### src/rtl/shr_pkg.sv
package shr_pkg;

    localparam int SHR_DATA_W = 20;
    localparam int SHR_WORD_W = 16;
    localparam int SHR_CNT_W  = 2;

    typedef enum logic {
        SHR_ADDR = 1'b0,
        SHR_WORD = 1'b1
    } shr_width_e;

    typedef struct packed {
        logic n;
        logic z;
        logic c;
        logic v;
    } shr_flags_t;

    localparam shr_flags_t SHR_FLAGS_CLR = '{n: 1'b0, z: 1'b0, c: 1'b0, v: 1'b0};

    function automatic int unsigned shr_amount(input logic [SHR_CNT_W-1:0] code);
        return int'(code) + 1;
    endfunction

endpackage

### src/rtl/shr_width_mask.sv
module shr_width_mask #(
    parameter int DATA_W = shr_pkg::SHR_DATA_W,
    parameter int WORD_W = shr_pkg::SHR_WORD_W
) (
    input  logic                  word_mode,
    input  logic [DATA_W-1:0]     value_in,
    output logic [DATA_W-1:0]     value_out
);
    localparam int HI_W = DATA_W - WORD_W;

    generate
        if (HI_W > 0) begin : g_has_hi
            always_comb begin
                value_out = value_in;
                if (word_mode == shr_pkg::SHR_WORD)
                    value_out[DATA_W-1:WORD_W] = '0;
            end
        end else begin : g_no_hi
            assign value_out = value_in;
        end
    endgenerate
endmodule

### src/rtl/shr_stage_chain.sv
module shr_stage_chain #(
    parameter int DATA_W = shr_pkg::SHR_DATA_W,
    parameter int CNT_W  = shr_pkg::SHR_CNT_W
) (
    input  logic [DATA_W-1:0] value_in,
    input  logic [CNT_W-1:0]  code,
    output logic [DATA_W-1:0] value_out,
    output logic              last_out
);
    // Stages move by code (= n-1); a final fixed step of one gives n.
    logic [DATA_W-1:0] stg [CNT_W+1];

    assign stg[0] = value_in;

    generate
        for (genvar s = 0; s < CNT_W; s++) begin : g_stage
            localparam int SH = 1 << s;
            assign stg[s+1] = code[s] ? (stg[s] >> SH) : stg[s];
        end
    endgenerate

    assign last_out  = stg[CNT_W][0];
    assign value_out = stg[CNT_W] >> 1;
endmodule

### src/rtl/shr_flag_gen.sv
module shr_flag_gen #(
    parameter int DATA_W = shr_pkg::SHR_DATA_W,
    parameter int WORD_W = shr_pkg::SHR_WORD_W
) (
    input  logic                 word_mode,
    input  logic [DATA_W-1:0]    result,
    input  logic                 carry_in,
    output shr_pkg::shr_flags_t  flags
);
    always_comb begin
        flags   = shr_pkg::SHR_FLAGS_CLR;
        flags.n = (word_mode == shr_pkg::SHR_WORD) ? result[WORD_W-1] : result[DATA_W-1];
        flags.z = (result == '0);
        flags.c = carry_in;
        flags.v = 1'b0;
    end
endmodule

### src/rtl/shr_unit.sv
module shr_unit #(
    parameter int DATA_W = shr_pkg::SHR_DATA_W,
    parameter int WORD_W = shr_pkg::SHR_WORD_W,
    parameter int CNT_W  = shr_pkg::SHR_CNT_W
) (
    input  logic              clk,
    input  logic              rst,
    input  logic              req_i,
    input  logic [DATA_W-1:0] operand_i,
    input  logic [CNT_W-1:0]  cnt_code_i,
    input  logic              word_mode_i,
    output logic [DATA_W-1:0] result_o,
    output logic              valid_o,
    output logic              flag_n_o,
    output logic              flag_z_o,
    output logic              flag_c_o,
    output logic              flag_v_o
);
    import shr_pkg::*;

    logic [DATA_W-1:0] masked_w;
    logic [DATA_W-1:0] shifted_w;
    logic              carry_w;
    shr_flags_t        flags_w;

    logic [DATA_W-1:0] res_q;
    shr_flags_t        flags_q;
    logic              valid_q;

    shr_width_mask #(.DATA_W(DATA_W), .WORD_W(WORD_W)) u_mask (
        .word_mode (word_mode_i),
        .value_in  (operand_i),
        .value_out (masked_w)
    );

    shr_stage_chain #(.DATA_W(DATA_W), .CNT_W(CNT_W)) u_chain (
        .value_in  (masked_w),
        .code      (cnt_code_i),
        .value_out (shifted_w),
        .last_out  (carry_w)
    );

    shr_flag_gen #(.DATA_W(DATA_W), .WORD_W(WORD_W)) u_flags (
        .word_mode (word_mode_i),
        .result    (shifted_w),
        .carry_in  (carry_w),
        .flags     (flags_w)
    );

    always_ff @(posedge clk) begin
        if (rst) begin
            res_q   <= '0;
            flags_q <= SHR_FLAGS_CLR;
            valid_q <= 1'b0;
        end else begin
            valid_q <= req_i;
            if (req_i) begin
                res_q   <= shifted_w;
                flags_q <= flags_w;
            end
        end
    end

    assign result_o = res_q;
    assign valid_o  = valid_q;
    assign flag_n_o = flags_q.n;
    assign flag_z_o = flags_q.z;
    assign flag_c_o = flags_q.c;
    assign flag_v_o = flags_q.v;


    valid_follows_req_chk: assert property (@(posedge clk) disable iff (rst)
        req_i |=> valid_o);


    valid_single_chk: assert property (@(posedge clk) disable iff (rst)
        !req_i |=> !valid_o);


    hold_when_idle_chk: assert property (@(posedge clk) disable iff (rst)
        !req_i |=> ($stable(result_o) && $stable(flag_c_o) && $stable(flag_z_o)));


    no_growth_chk: assert property (@(posedge clk) disable iff (rst)
        req_i |=> (result_o <= ($past(operand_i) >> 1)));


    zero_flag_chk: assert property (@(posedge clk) disable iff (rst)
        valid_o |-> (flag_z_o == (result_o == '0)));


    generate
        if (DATA_W > WORD_W) begin : g_word_chk
            word_upper_clear_chk: assert property (@(posedge clk) disable iff (rst)
                (req_i && word_mode_i) |=> (result_o[DATA_W-1:WORD_W] == '0));
        end
    endgenerate


    ovf_clear_chk: assert property (@(posedge clk) disable iff (rst)
        valid_o |-> !flag_v_o);
endmodule

### config.mk
export PLATFORM = sky130hd
export DESIGN_NAME = shr_unit
export DESIGN_NICKNAME = d
export VERILOG_FILES = /design/src/rtl/shr_pkg.sv /design/src/rtl/shr_width_mask.sv /design/src/rtl/shr_stage_chain.sv /design/src/rtl/shr_flag_gen.sv /design/src/rtl/shr_unit.sv
export SDC_FILE = /design/constraint.sdc
export NUM_CORES = 1
export LEC_CHECK = 0
export BUFFER_PORTS_ARGS = -buffer_cell sky130_fd_sc_hd__buf_2
export CORE_AREA = 4 4 70 72
export DETAILED_ROUTE_END_ITERATION = 8
export DIE_AREA = 0 0 74 76
export SLEW_MARGIN = 20
export SYNTH_ARGS = -nofsm -noshare
export SYNTH_HDL_FRONTEND = slang
export SYNTH_SLANG_ARGS = --single-unit
### constraint.sdc
create_clock -name clk -period 1.3 [get_ports clk]
set_input_delay 0.065 -clock clk [delete_from_list [all_inputs] [get_ports clk]]
set_output_delay 0.065 -clock clk [all_outputs]
set_load 0.01 [all_outputs]
==> flow_summary_export.csv, run 1 <==
group,metric,value,unit
cells_and_area,multi_input_area,973,sq um
yosys,syn-cell-area,1560,sq um
route,firstDrtPassIters,4,
route,viasPerCell,4.98,
floorplan,pin_count,51,
yosys,synth.area.top_cells,"dfxtp_1, mux2i_1, nor2_1",
flow_run,cap_viol_max_count,0,
clock_tree,cts_made_buffers,3,
cells_and_area,post-route-util,0.449,
route,drc,0,
yosys,synth_top_area_frac,0.295,
clock_tree,cts_tree,"yes",
power,power_density,869,nW/um^2
sta,finClkSkew,0,ps
cells_and_area,synthToLayoutAreaGrowth,23.8,%
power,p_seq_frac,0.454,
yosys,seq_area_frac_synth,0.295,
yosys,synthCells,178,
global_route,grt_start_max_net_pins,20,
floorplan,die_height,76,um
power,cell_internal_pwr,1.18,mW
setup_path,rrSetupSlack,550,ps
global_route,antenna_found_initial,0,
status,outcome,"finished, final reports clean",
route,wire_per_inst,13.9,um
cells_and_area,fillers,444,
power,p_clk_frac,0.269,
setup_path,critical_path_class,"in -> reg",
clock_tree,post_cts_buffers,0,
yosys,yosysTopAreaCell,"dfxtp_1",
sta,rsz0062_at_grt,"no",
setup_path,cp.arrival,1230,ps
place,gp_congestion,0.808,
floorplan,start_util,0.363,
min_path,whs_path_depth,2,
floorplan,die_area,5620,sq um
sta,min_period,1010,ps
setup_path,rr_endpoint,"result_o[6]",
power,leakage,0.891,nW
cells_and_area,n_antenna_cell,0,
yosys,ys.flop_type,"dfxtp_1",
yosys,synth_cell_type_count,42,
sta,hold_viol_final,0,
min_path,whs_endpoint,"result_o[8]",
clock_tree,cts_sinks,23,
yosys,async_flop_share,0,
clock_tree,hold_buffers,0,
min_path,min-delay-start,"rst",
setup_path,worstSetupStartpointType,"input port",
clock_tree,clk_latency,260,ps
clock_tree,ctsLongestPathBuffers,2,
route,antenna_left,0,
min_path,hp-class,"in -> reg",
setup_path,crit_path_end_kind,"flop",
place,hpwl,3140,um
cells_and_area,regArea,460,sq um
yosys,synth_edf_count,0,
clock_tree,ctsResizeCount,0,
global_route,globalRouteTotalUtil,0.139,
power,switching_power,498,uW
power,peakVddDrop,0.332,mV
sta,drv_slew,0,
yosys,synthesis.area_per_instance,8.76,sq um
setup_path,worstPathRequired,1520,ps
floorplan,fp-row-count,24,
route,num_vias,1415,
global_route,first_global_vias,1345,
route,initialDrtViolationCount,44,
cells_and_area,layout.cells.most_common,"buf_2",
floorplan,coreArea,4290,sq um
clock_tree,clk_pin_slew,90,ps
sta,setup_violations,0,
sta,hold_ws,102,ps
yosys,ys_seq_elements,23,
cells_and_area,nets,259,
power,p_sw_frac,0.297,
cells_and_area,layout-drive-gt1-share,0.345,
setup_path,reg2regPathDepth,3,
power,pwr-share-comb,0.276,
sta,fmax,987,MHz
place,port_buffers,48,
yosys,yosysWarnings,0,
floorplan,die_w,74,um
setup_path,crit-reg2reg-launch,"result_o[6]",
global_route,overflow,0,
sta,tns,0,ps
route,wl,3960,um
clock_tree,clk_root_buffer_cell,"clkbuf_8",
sta,min_period_over_period,0.780,
cells_and_area,final_cell_mix,"buf_2, nor2_1, dfxtp_1",
clock_tree,cts_max_level,1,
global_route,grt_pass1_wl,6200,um
setup_path,cp_max_fo,19,
==> metal layers <==
layer  track usage  wire length [um]
met2         0.229              1830
met4        0.0543                55
met1         0.178              1890
met3        0.0211               183
met5             0                 0
==> state kept, by name, summed over array words and instances, names as in the netlist <==
| signal | count |
|---|---|
| flag_n_o | 1 |
| valid_o | 1 |
| flag_c_o | 1 |
| result_o | 19 |
| flag_z_o | 1 |
==> power by group through the flow <==
stage               registers [mW]  clock network [mW]  logic (mW)
floorplan                    0.800                   0       0.273
global placement             0.777                   0       0.461
detailed placement           0.779                   0       0.464
CTS                          0.763               0.468       0.466
global route                 0.768               0.496       0.506
finish                       0.762               0.452       0.463
==> critical path, stage by stage <==
cell	delay (ps)
buf_2	140
buf_12	160
nor4_1	290
o22ai_1	140
nor4_2	280
a31o_1	160
==> cell families after synthesis <==
kind of cell | synth area share
other | 0.00241
muxes | 0.202
AOI/OAI and AO/OA | 0.133
and+or+nand+nor | 0.284
buffers and inverters | 0.0827
DFF | 0.295
==> stage by stage <==
step	cell area, sq um	instances	worst slack [ps]	power, mW
6_report	1930	284	286	1.68
2_1_floorplan	1560	179	247	1.07
3_5_place_dp	1880	280	2.33	1.24
4_1_cts	1930	284	289	1.70
3_3_place_gp	1880	280	14.5	1.24
5_1_grt	1930	284	191	1.77
==> synthesized netlist by cell type (all sizes together) (3+ instances only) <==
cell type,number
nor2,25
dfxtp,23
mux2i,21
nand2,14
nor2b,13
buf,11
a31oi,10
nand2b,10
a21oi,7
nor3b,6
clkbuf,5
mux4,4
a211oi,3
nor3,3
nor4,3
==> final cells by class <==
cell class                 count  share of cell area
clock buffer                   3              0.0214
clock inverter                 1             0.00259
inverter                       1             0.00195
sequential                    23               0.239
multi-input combinational    139               0.505
timing repair buffer          65               0.197
tap                           52              0.0337
==> how the worst max path moves through the flow <==
stage | startpoint | to
detailed placement | cnt_code_i[1] | flag_z_o
global route | cnt_code_i[1] | flag_z_o
CTS | cnt_code_i[1] | flag_z_o
finish | cnt_code_i[1] | flag_z_o
floorplan | cnt_code_i[0] | result_o[0]
global placement | cnt_code_i[1] | flag_z_o
Note: power is estimated with default switching activity, not from simulation.
==> inputs of run 2 (changes only) <==
Settings changed: ABC_AREA from default to 1, CORE_AREA 4 4 70 72 to 4 4 64 66, DIE_AREA 0 0 74 76 to 0 0 68 70.
Clock period 1.3 ns to 1 ns, I/O delays scaled along.
==> run 2 against run 1 <==
Non-clock buffer count is 13 higher. Final cell count is 14% higher. Critical path depth stayed put. Via count is 7.8% higher. First-iteration DRC count is 130% higher. Utilization is 4.9 points higher. Synthesized cell count is 15% higher. Die area is 15% lower. Sequential cell count stayed put. Combinational power is 34% higher. Worst setup slack worse by 200 ps. Critical endpoint is now result_o[14]. Register-to-register slack worse by 210 ps.
==> flow_summary_export.csv, run 2 <==
group,metric,value,unit
power,p_seq_frac,0.489,
clock_tree,clk_pin_slew,120,ps
place,hpwl,2780,um
route,num_vias,1526,
yosys,synth.area.top_cells,"dfxtp_1, nand2_1, nand3_1",
yosys,syn-cell-area,1280,sq um
sta,setup_ws,82.6,ps
cells_and_area,layout-drive-gt1-share,0.302,
setup_path,worstSetupStartpointType,"input port",
cells_and_area,top_register,"result_o",
yosys,synth_top_area_frac,0.359,
power,switching_power,637,uW
setup_path,crit_path_end_kind,"flop",
power,p_clk_frac,0.209,
min_path,min-delay-start,"req_i",
yosys,synth_edf_count,0,
cells_and_area,nets,302,
global_route,grt_start_max_net_pins,32,
clock_tree,clk_latency,310,ps
setup_path,crit_chain,"dlygate4sd3_1 -> buf_2 -> inv_1 -> buf_6 -> o21ai_0 -> a21oi_1",
floorplan,start_util,0.358,
power,cell_internal_pwr,1.42,mW
yosys,synthesis.area_per_instance,6.25,sq um
route,initialDrtViolationCount,101,
setup_path,cp.arrival,1170,ps
global_route,overflow,0,
yosys,synthCells,205,
yosys,synth_cell_type_count,18,
yosys,async_flop_share,0,
power,p_sw_frac,0.310,
floorplan,coreArea,3580,sq um
yosys,ys.flop_type,"dfxtp_1",
sta,hold_viol_final,0,
clock_tree,cts_max_level,1,
sta,min_period,917,ps
clock_tree,cts_sinks,23,
route,wire_per_inst,11.0,um
setup_path,rrSetupSlack,340,ps
min_path,whs_endpoint,"result_o[13]",
setup_path,crit-reg2reg-launch,"result_o[1]",
floorplan,die_w,68,um
route,drc,0,
cells_and_area,n_antenna_cell,0,
route,viasPerCell,4.72,
yosys,yosysTopAreaCell,"dfxtp_1",
sta,fmax,1090,MHz
sta,min_period_over_period,0.917,
sta,setup_violations,0,
yosys,synthTopCellsByCount,"nand2_1, nand3_1, dfxtp_1",
global_route,first_global_vias,1369,
route,wl,3560,um
status,outcome,"finished, final reports clean",
power,power_density,1150,nW/um^2
clock_tree,clk_root_buffer_cell,"clkbuf_4",
global_route,antenna_found_initial,0,
power,finalPower,2.06,mW
sta,drv_slew,0,
yosys,seq_area_frac_synth,0.359,
clock_tree,cts_tree,"yes",
setup_path,rr_endpoint,"result_o[1]",
cells_and_area,layout.cells.most_common,"nand2_1",
power,pwr-share-comb,0.302,
setup_path,reg2regPathDepth,2,
yosys,yosys.cell_count.top_type,"nand2_1",
route,antenna_left,0,
cells_and_area,synthToLayoutAreaGrowth,39.1,%
setup_path,worstPathRequired,1250,ps
floorplan,die_height,70,um
setup_path,cp_max_fo,13,
setup_path,cp_slowest_stage_delay,530,ps
power,peakVddDrop,0.554,mV
setup_path,critical_path_class,"in -> reg",
sta,rsz0062_at_grt,"no",
min_path,hp-class,"in -> reg",
floorplan,fp-row-count,22,
floorplan,die_area,4760,sq um
place,gp_congestion,0.858,
global_route,grt_pass1_wl,6050,um
power,leakage,0.958,nW
setup_path,crit_slowest_cell,"dlygate4sd3_1",
yosys,ys_seq_elements,23,
global_route,globalRouteTotalUtil,0.159,
cells_and_area,post-route-util,0.498,
place,port_buffers,48,
floorplan,pin_count,51,
sta,finClkSkew,0,ps
flow_run,cap_viol_max_count,0,
yosys,yosysWarnings,0,
cells_and_area,largest_reg_flops,19,
cells_and_area,fillers,398,
cells_and_area,final_cell_mix,"nand2_1, buf_2, nand3_1",
clock_tree,post_cts_buffers,0,
min_path,whs_path_depth,2,
clock_tree,cts_made_buffers,3,
place,place_ws,-166,ps
clock_tree,ctsLongestPathBuffers,2,
route,firstDrtPassIters,4,
[run 2: cell types whose count changed in the layout (fill, tap and decap cells not counted), moves of 11 or more]
cell     delta
a21oi_1    +14
o21ai_0    +16
nand2_1    +47
mux2i_1    -21
nor2b_1    -13
nor2_1     -13
nand3_1    +41
buf_4      +11
[run 2: how the worst max path moves through the flow]
stage	startpoint	to	slack, ps	depth (start not counted)
after floorplan	cnt_code_i[1]	flag_z_o	70	10
after global placement	cnt_code_i[0]	flag_z_o	-160	9
after detailed placement	cnt_code_i[0]	flag_z_o	-170	9
after CTS	rst	result_o[14]	60	6
after global routing	rst	result_o[16]	0.7	6
final	rst	result_o[14]	80	6
[run 2: routing by layer]
layer,part of all wire,wire length [um],global-route usage,vias up
met1,0.44,1570,0.211,653
met5,0,0,0,-
met3,0.075,266,0.0482,4
li1,-,-,-,823
met4,0.0059,21,0.0265,0
met2,0.48,1700,0.255,46
[run 2: stage by stage]
step | cell area [sq um] | hold WS (ps) | setup TNS [ps] | std cells
6_report | 1780 | 51.4 | 0 | 323
5_1_grt | 1780 | 45.1 | 0 | 323
4_1_cts | 1780 | 47.8 | 0 | 323
3_5_place_dp | 1740 | 291 | -416 | 318
3_3_place_gp | 1740 | 285 | -242 | 318
2_1_floorplan | 1280 | 119 | 0 | 206
[run 2: cells by family after synthesis]
group | Yosys count | synth area share
AOI/OAI and AO/OA | 44 | 0.176
and+or+nand+nor | 113 | 0.371
DFF | 23 | 0.359
buffers and inverters | 24 | 0.0908
other | 1 | 0.00293
[run 2: power by group through the flow]
| stage | Sequential, mW | Combinational, mW | Clock, mW |
|---|---|---|---|
| after floorplan | 1.06 | 0.292 | 0 |
| after global placement | 1.03 | 0.617 | 0 |
| after detailed placement | 1.03 | 0.622 | 0 |
| after CTS | 1.01 | 0.627 | 0.452 |
| after global routing | 1.01 | 0.705 | 0.493 |
| final | 1.01 | 0.620 | 0.430 |
[run 2: final cells by class]
class,count,area (sq um),share of cell area
sequential,23,460,0.258
multi-input combinational,159,708,0.397
clock buffer,3,22.5,0.0126
inverter,11,41.3,0.0232
clock inverter,1,5.00,0.00281
timing repair buffer,78,484,0.272
tap,48,60.1,0.0337
[run 2: what timing repair did]
action	in CTS	in global routing
gates resized for setup	0	1
hold buffers	1	0
setup endpoints to repair	0	6
endpoints found under the hold margin	4	0
[run 2: worst max-delay path: cells and delay by family]
| kind | cells | cell delay (ps) |
|---|---|---|
| compound gates | 2 | 210 |
| buf+inv | 4 | 910 |
